### src/rtl/seed_mixer.sv
module seed_mixer #(
  parameter int WORD_W     = 32,
  parameter int SEED_WORDS = 12,
  parameter logic [3:0] FLAG_TRUE = 4'b0110
) (
  input  logic                       clk_i,
  input  logic                       rst_ni,
  input  logic                       cmd_valid_i,
  output logic                       cmd_ready_o,
  input  logic [WORD_W-1:0]          cmd_data_i,
  output logic                       es_req_o,
  input  logic                       es_ack_i,
  input  logic [WORD_W*SEED_WORDS-1:0] es_data_i,
  input  logic                       es_ok_i,
  output logic                       seed_valid_o,
  output logic [WORD_W*SEED_WORDS-1:0] seed_o,
  output logic                       seed_ok_o
);
  localparam int SEED_W = WORD_W * SEED_WORDS;
  localparam int CNT_W  = 4;
  localparam logic [3:0] OP_INST = 4'd1, OP_RESEED = 4'd2, OP_UPDATE = 4'd4;

  typedef enum logic [2:0] {S_IDLE, S_DATA, S_PLAN, S_FETCH, S_EMIT} state_t;

  state_t            state_q;
  logic [3:0]        op_q;
  logic [CNT_W-1:0]  len_q, cnt_q;
  logic              flag_q;
  logic [SEED_W-1:0] adata_q, seed_q;
  logic              ok_q;

  logic accept, known_op, needs_es;
  logic unused_hdr_hi;

  assign cmd_ready_o  = (state_q == S_IDLE) || (state_q == S_DATA);
  assign es_req_o     = (state_q == S_FETCH);
  assign seed_valid_o = (state_q == S_EMIT);
  assign seed_o       = seed_q;
  assign seed_ok_o    = ok_q;
  assign accept       = cmd_valid_i && cmd_ready_o;
  assign known_op     = (op_q == OP_INST) || (op_q == OP_RESEED) || (op_q == OP_UPDATE);
  assign needs_es     = ((op_q == OP_INST) || (op_q == OP_RESEED)) && !flag_q;
  assign unused_hdr_hi = ^cmd_data_i[WORD_W-1:12];

  always_ff @(posedge clk_i or negedge rst_ni) begin
    if (!rst_ni) begin
      state_q <= S_IDLE;
      op_q    <= '0;
      len_q   <= '0;
      cnt_q   <= '0;
      flag_q  <= 1'b0;
      adata_q <= '0;
      seed_q  <= '0;
      ok_q    <= 1'b0;
    end else begin
      unique case (state_q)
        S_IDLE: if (accept) begin
          op_q    <= cmd_data_i[3:0];
          len_q   <= cmd_data_i[7:4];
          flag_q  <= (cmd_data_i[11:8] == FLAG_TRUE);
          cnt_q   <= '0;
          adata_q <= '0;
          state_q <= (cmd_data_i[7:4] == '0) ? S_PLAN : S_DATA;
        end
        S_DATA: if (accept) begin
          for (int k = 0; k < SEED_WORDS; k++)
            if (cnt_q == CNT_W'(k)) adata_q[k*WORD_W +: WORD_W] <= cmd_data_i;
          cnt_q <= cnt_q + 1'b1;
          if (cnt_q + 1'b1 == len_q) state_q <= S_PLAN;
        end
        S_PLAN: begin
          if (!known_op) state_q <= S_IDLE;
          else if (needs_es) state_q <= S_FETCH;
          else begin
            seed_q  <= adata_q;
            ok_q    <= 1'b0;
            state_q <= S_EMIT;
          end
        end
        S_FETCH: if (es_ack_i) begin
          seed_q  <= es_data_i ^ adata_q;
          ok_q    <= es_ok_i;
          state_q <= S_EMIT;
        end
        S_EMIT: state_q <= S_IDLE;
        default: state_q <= S_IDLE;
      endcase
    end
  end
endmodule


### config.mk
export PLATFORM = sky130hd
export DESIGN_NAME = seed_mixer
export DESIGN_NICKNAME = d
export VERILOG_FILES = /design/src/rtl/seed_mixer.sv
export SDC_FILE = /design/constraint.sdc
export NUM_CORES = 1
export LEC_CHECK = 0
export BUFFER_PORTS_ARGS = -buffer_cell sky130_fd_sc_hd__buf_2
export CAP_MARGIN = 40
export CORE_MARGIN = 4
export CORE_UTILIZATION = 35
export DETAILED_ROUTE_END_ITERATION = 16
export GPL_TIMING_DRIVEN = 0
export PLACE_DENSITY = 0.52
export REMOVE_ABC_BUFFERS = 1
export SKIP_LAST_GASP = 1
export SLEW_MARGIN = 0
export SYNTH_ARGS = -nofsm -noshare
export SYNTH_HDL_FRONTEND = slang
export SYNTH_SLANG_ARGS = --single-unit
### constraint.sdc
create_clock -name clk_i -period 2.4 [get_ports clk_i]
set_input_delay 0.36 -clock clk_i [delete_from_list [all_inputs] [get_ports clk_i]]
set_output_delay 0.36 -clock clk_i [all_outputs]
set_load 0.02 [all_outputs]
==> impl_metrics.env <==
export IMPL_clock_latency_ns=0.65
export IMPL_powerDensity_mw_per_mm2=1390
export IMPL_failed_checks="negative hold slack, negative setup slack"
export IMPL_netlist_area_mm2=0.0354
export IMPL_r2r_slack_ns=-0.01
export IMPL_rows=116
export IMPL_rsz0062_at_grt="true"
export IMPL_initial_utilization=0.353
export IMPL_crit_path_frequent_cell="buf_4"
export IMPL_irDropWorstVdd_mv=0.576
export IMPL_path_class="reg2reg"
export IMPL_cts_root_buf="clkbuf_16"
export IMPL_whs_ns=-0.0998
export IMPL_worst_setup_path_start_kind="flip-flop"
export IMPL_avgRoutedWirePerCell_um=21.9
export IMPL_postSynthAreaPerCell_um2=11.7
export IMPL_slew_violations=0
export IMPL_fin_ws_ns=-0.00979
export IMPL_grt_pass1_vias=25100
export IMPL_fin_tns_setup_ns=-0.0675
export IMPL_dr_pass1_iters=5
export IMPL_final_nets=4251
export IMPL_arrival_ns=2.95
export IMPL_coreArea_mm2=0.100
export IMPL_pin_count=809
export IMPL_multi_input_area_mm2=0.0148
export IMPL_crit_chain="nor2b_1, a32o_1, a21oi_4, buf_4, buf_4, inv_16, mux2_4"
export IMPL_cts_tree="yes"
export IMPL_grt_pass1_wl_um=168000
export IMPL_final_antenna_net_count=0
export IMPL_end_kind="flip-flop"
export IMPL_area_growth_pct=27.5
export IMPL_ys_warn_count=0
export IMPL_drtIter0Drc=1370
export IMPL_r2r_start="state_q[0]$_DFFE_PN0P_"
export IMPL_die_w_um=326
export IMPL_grt_max_degree=117
export IMPL_wl_um=116000
export IMPL_cp_top_family="buffers and inverters"
export IMPL_layout_common_cells="buf_2 (807), nand2_1 (802), dfrtp_1 (782)"
export IMPL_layout_commonest_cell="buf_2"
export IMPL_seq_area_frac_synth=0.555
export IMPL_die_h_um=326
export IMPL_r2r_cells=7
export IMPL_cts_sinks=785
export IMPL_place_ws_ns=-1.08
export IMPL_seqCellArea_mm2=0.0197
export IMPL_fin_worst_skew_ns=0.0183
export IMPL_synth_edf_count=0
export IMPL_fin_crit_ns=2.41
export IMPL_htree_num_levels=3
export IMPL_vias=24600
export IMPL_max_stage_delay_ns=0.59
export IMPL_remaining_drc_errors=0
export IMPL_antenna_found_initial=34
export IMPL_clockBufferDepth=3
export IMPL_power_leakage_nw=21.4
export IMPL_max_clock_freq_mhz=415
export IMPL_synth_cell_type_count=47
export IMPL_cp_slowest_cell="dfrtp_4"
export IMPL_finalCritPeriodShare=1.00
export IMPL_hold_buffers=15
export IMPL_ys_ff_latch=785
export IMPL_grt_use_total=0.211
export IMPL_setup_viol=10
export IMPL_startpoint="state_q[0]$_DFFE_PN0P_"
export IMPL_synthFlopType="dfrtp_1"
export IMPL_worst_pin_slew_ns=0.867
export IMPL_die_area_mm2=0.106
export IMPL_vias_per_cell=4.66
export IMPL_clkTransAtPathRegs_ns=0.06
export IMPL_status="complete, but fails checks"
export IMPL_num_fill_cells=9508
export IMPL_dpl_hpwl_um=79000
export IMPL_cts_buffers=89
export IMPL_io_buffers=808
export IMPL_hold_path_class="in2async"
export IMPL_critPathRequiredTime_ns=2.94
export IMPL_synthArstFlopShare=1.00
export IMPL_place_congestion=0.759
export IMPL_cap_violations=0
export IMPL_rr_endpoint="seed_o[173]$_DFFE_PN0P_"
export IMPL_critPathMaxFanout=31
export IMPL_slew_headroom=0.420
export IMPL_final_hold_viol_count=91
export IMPL_synthCells=3024
export IMPL_drive_gt1_frac=0.374
export IMPL_grt_ovfl_total=0
export IMPL_path_buf_inv=3
==> kinds of logic after synthesis <==
| logic type | after synthesis | synth area share |
|---|---|---|
| compound gates | 413 | 0.0612 |
| mux | 393 | 0.161 |
| flops | 785 | 0.555 |
| simple gates | 832 | 0.0916 |
| fa+ha+maj | 4 | 0.00141 |
| buf+inv | 207 | 0.0334 |
| xor+xnor | 390 | 0.0968 |
==> worst max path at each step <==
stage                     slack, ns  depth (start not counted)                      end
after floorplan               -5.77                          4  seed_o[100]$_DFFE_PN0P_
final                         -0.01                          7  seed_o[173]$_DFFE_PN0P_
after global placement       -17.17                          1     len_q[1]$_DFFE_PN0P_
after CTS                     -0.02                          7  seed_o[237]$_DFFE_PN0P_
after global routing          -0.02                          7  seed_o[237]$_DFFE_PN0P_
after detailed placement      -1.08                          7  seed_o[374]$_DFFE_PN0P_
==> power breakdown <==
| part | switching [mW] | total, mW | internal [mW] |
|---|---|---|---|
| registers | 3.71 | 22.5 | 18.7 |
| clock network | 5.67 | 13.7 | 8.06 |
| logic | 14.5 | 26.5 | 12.0 |
| total | 23.9 | 62.7 | 38.8 |
==> tightest hold or removal path, cell delays in order <==
cell,delay [ns]
buf_8,0.07
buf_12,0.08
buf_12,0.10
buf_16,0.37
==> cells in the mapped netlist (2+ instances only) <==
cell type	instances	area (µm²)
nand2b_1	2	12.5
o21ai_2	2	17.5
a32o_1	2	20.0
mux2_4	340	5100
buf_4	2	15.0
nor2b_1	4	25.0
nand3_1	3	15.0
buf_6	29	327
nor2_1	3	11.3
nor4b_1	2	17.5
nor4bb_1	2	20.0
o21ai_0	387	1940
xor2_1	2	17.5
ha_1	4	50.1
mux2_2	53	597
inv_1	3	11.3
buf_2	54	270
buf_8	10	150
xnor2_1	387	3390
a31oi_2	7	87.6
dfrtp_1	785	19600
clkbuf_1	107	402
nand2_1	803	3010
nor3b_1	5	37.5
o21ai_1	4	20.0
==> state kept, by name (all words and copies together), names as in the netlist <==
name	flops
seed_o	384
adata_q	384
flag_q	1
len_q	4
seed_ok_o	1
state_q	3
op_q	4
cnt_q	4
==> per-stage QoR <==
step	cell area, µm²	total power, mW	instances	utilization
floorplan	34300	38.0	2822	-
global placement	40000	45.6	4987	0.399
detailed placement	41400	48.6	5042	0.413
CTS	45000	63.2	5242	0.448
global route	45200	66.3	5262	0.450
finish	45200	62.7	5270	0.450
==> metal layers <==
layer | track usage | share of wire | up-vias
li1 | - | - | 11600
met1 | 0.260 | 0.41 | 12100
met2 | 0.357 | 0.49 | 697
met3 | 0.0571 | 0.070 | 192
met4 | 0.0696 | 0.031 | 28
met5 | 0 | 0.0015 | -
==> repair_timing <==
action / CTS / global route
endpoints found under the setup margin: 515 / 256
gates resized for setup: 14 / 13
pin swaps: 2 / 1
cloned: 13 / 4
buffers inserted: 12 / 6
hold endpoints to repair: 127 / 91
==> cell type report <==
class | instances | share of cell area
repair inverters | 2 | 0.000637
repair buffers | 909 | 0.133
flip-flops and latches | 785 | 0.435
inverters | 5 | 0.000775
diodes | 18 | 0.000997
clock buffers | 138 | 0.0589
multi-input cells | 2034 | 0.327
well taps | 1357 | 0.0376
clock inverters | 22 | 0.00598
No activity file was read; power rests on OpenSTA's default activity.
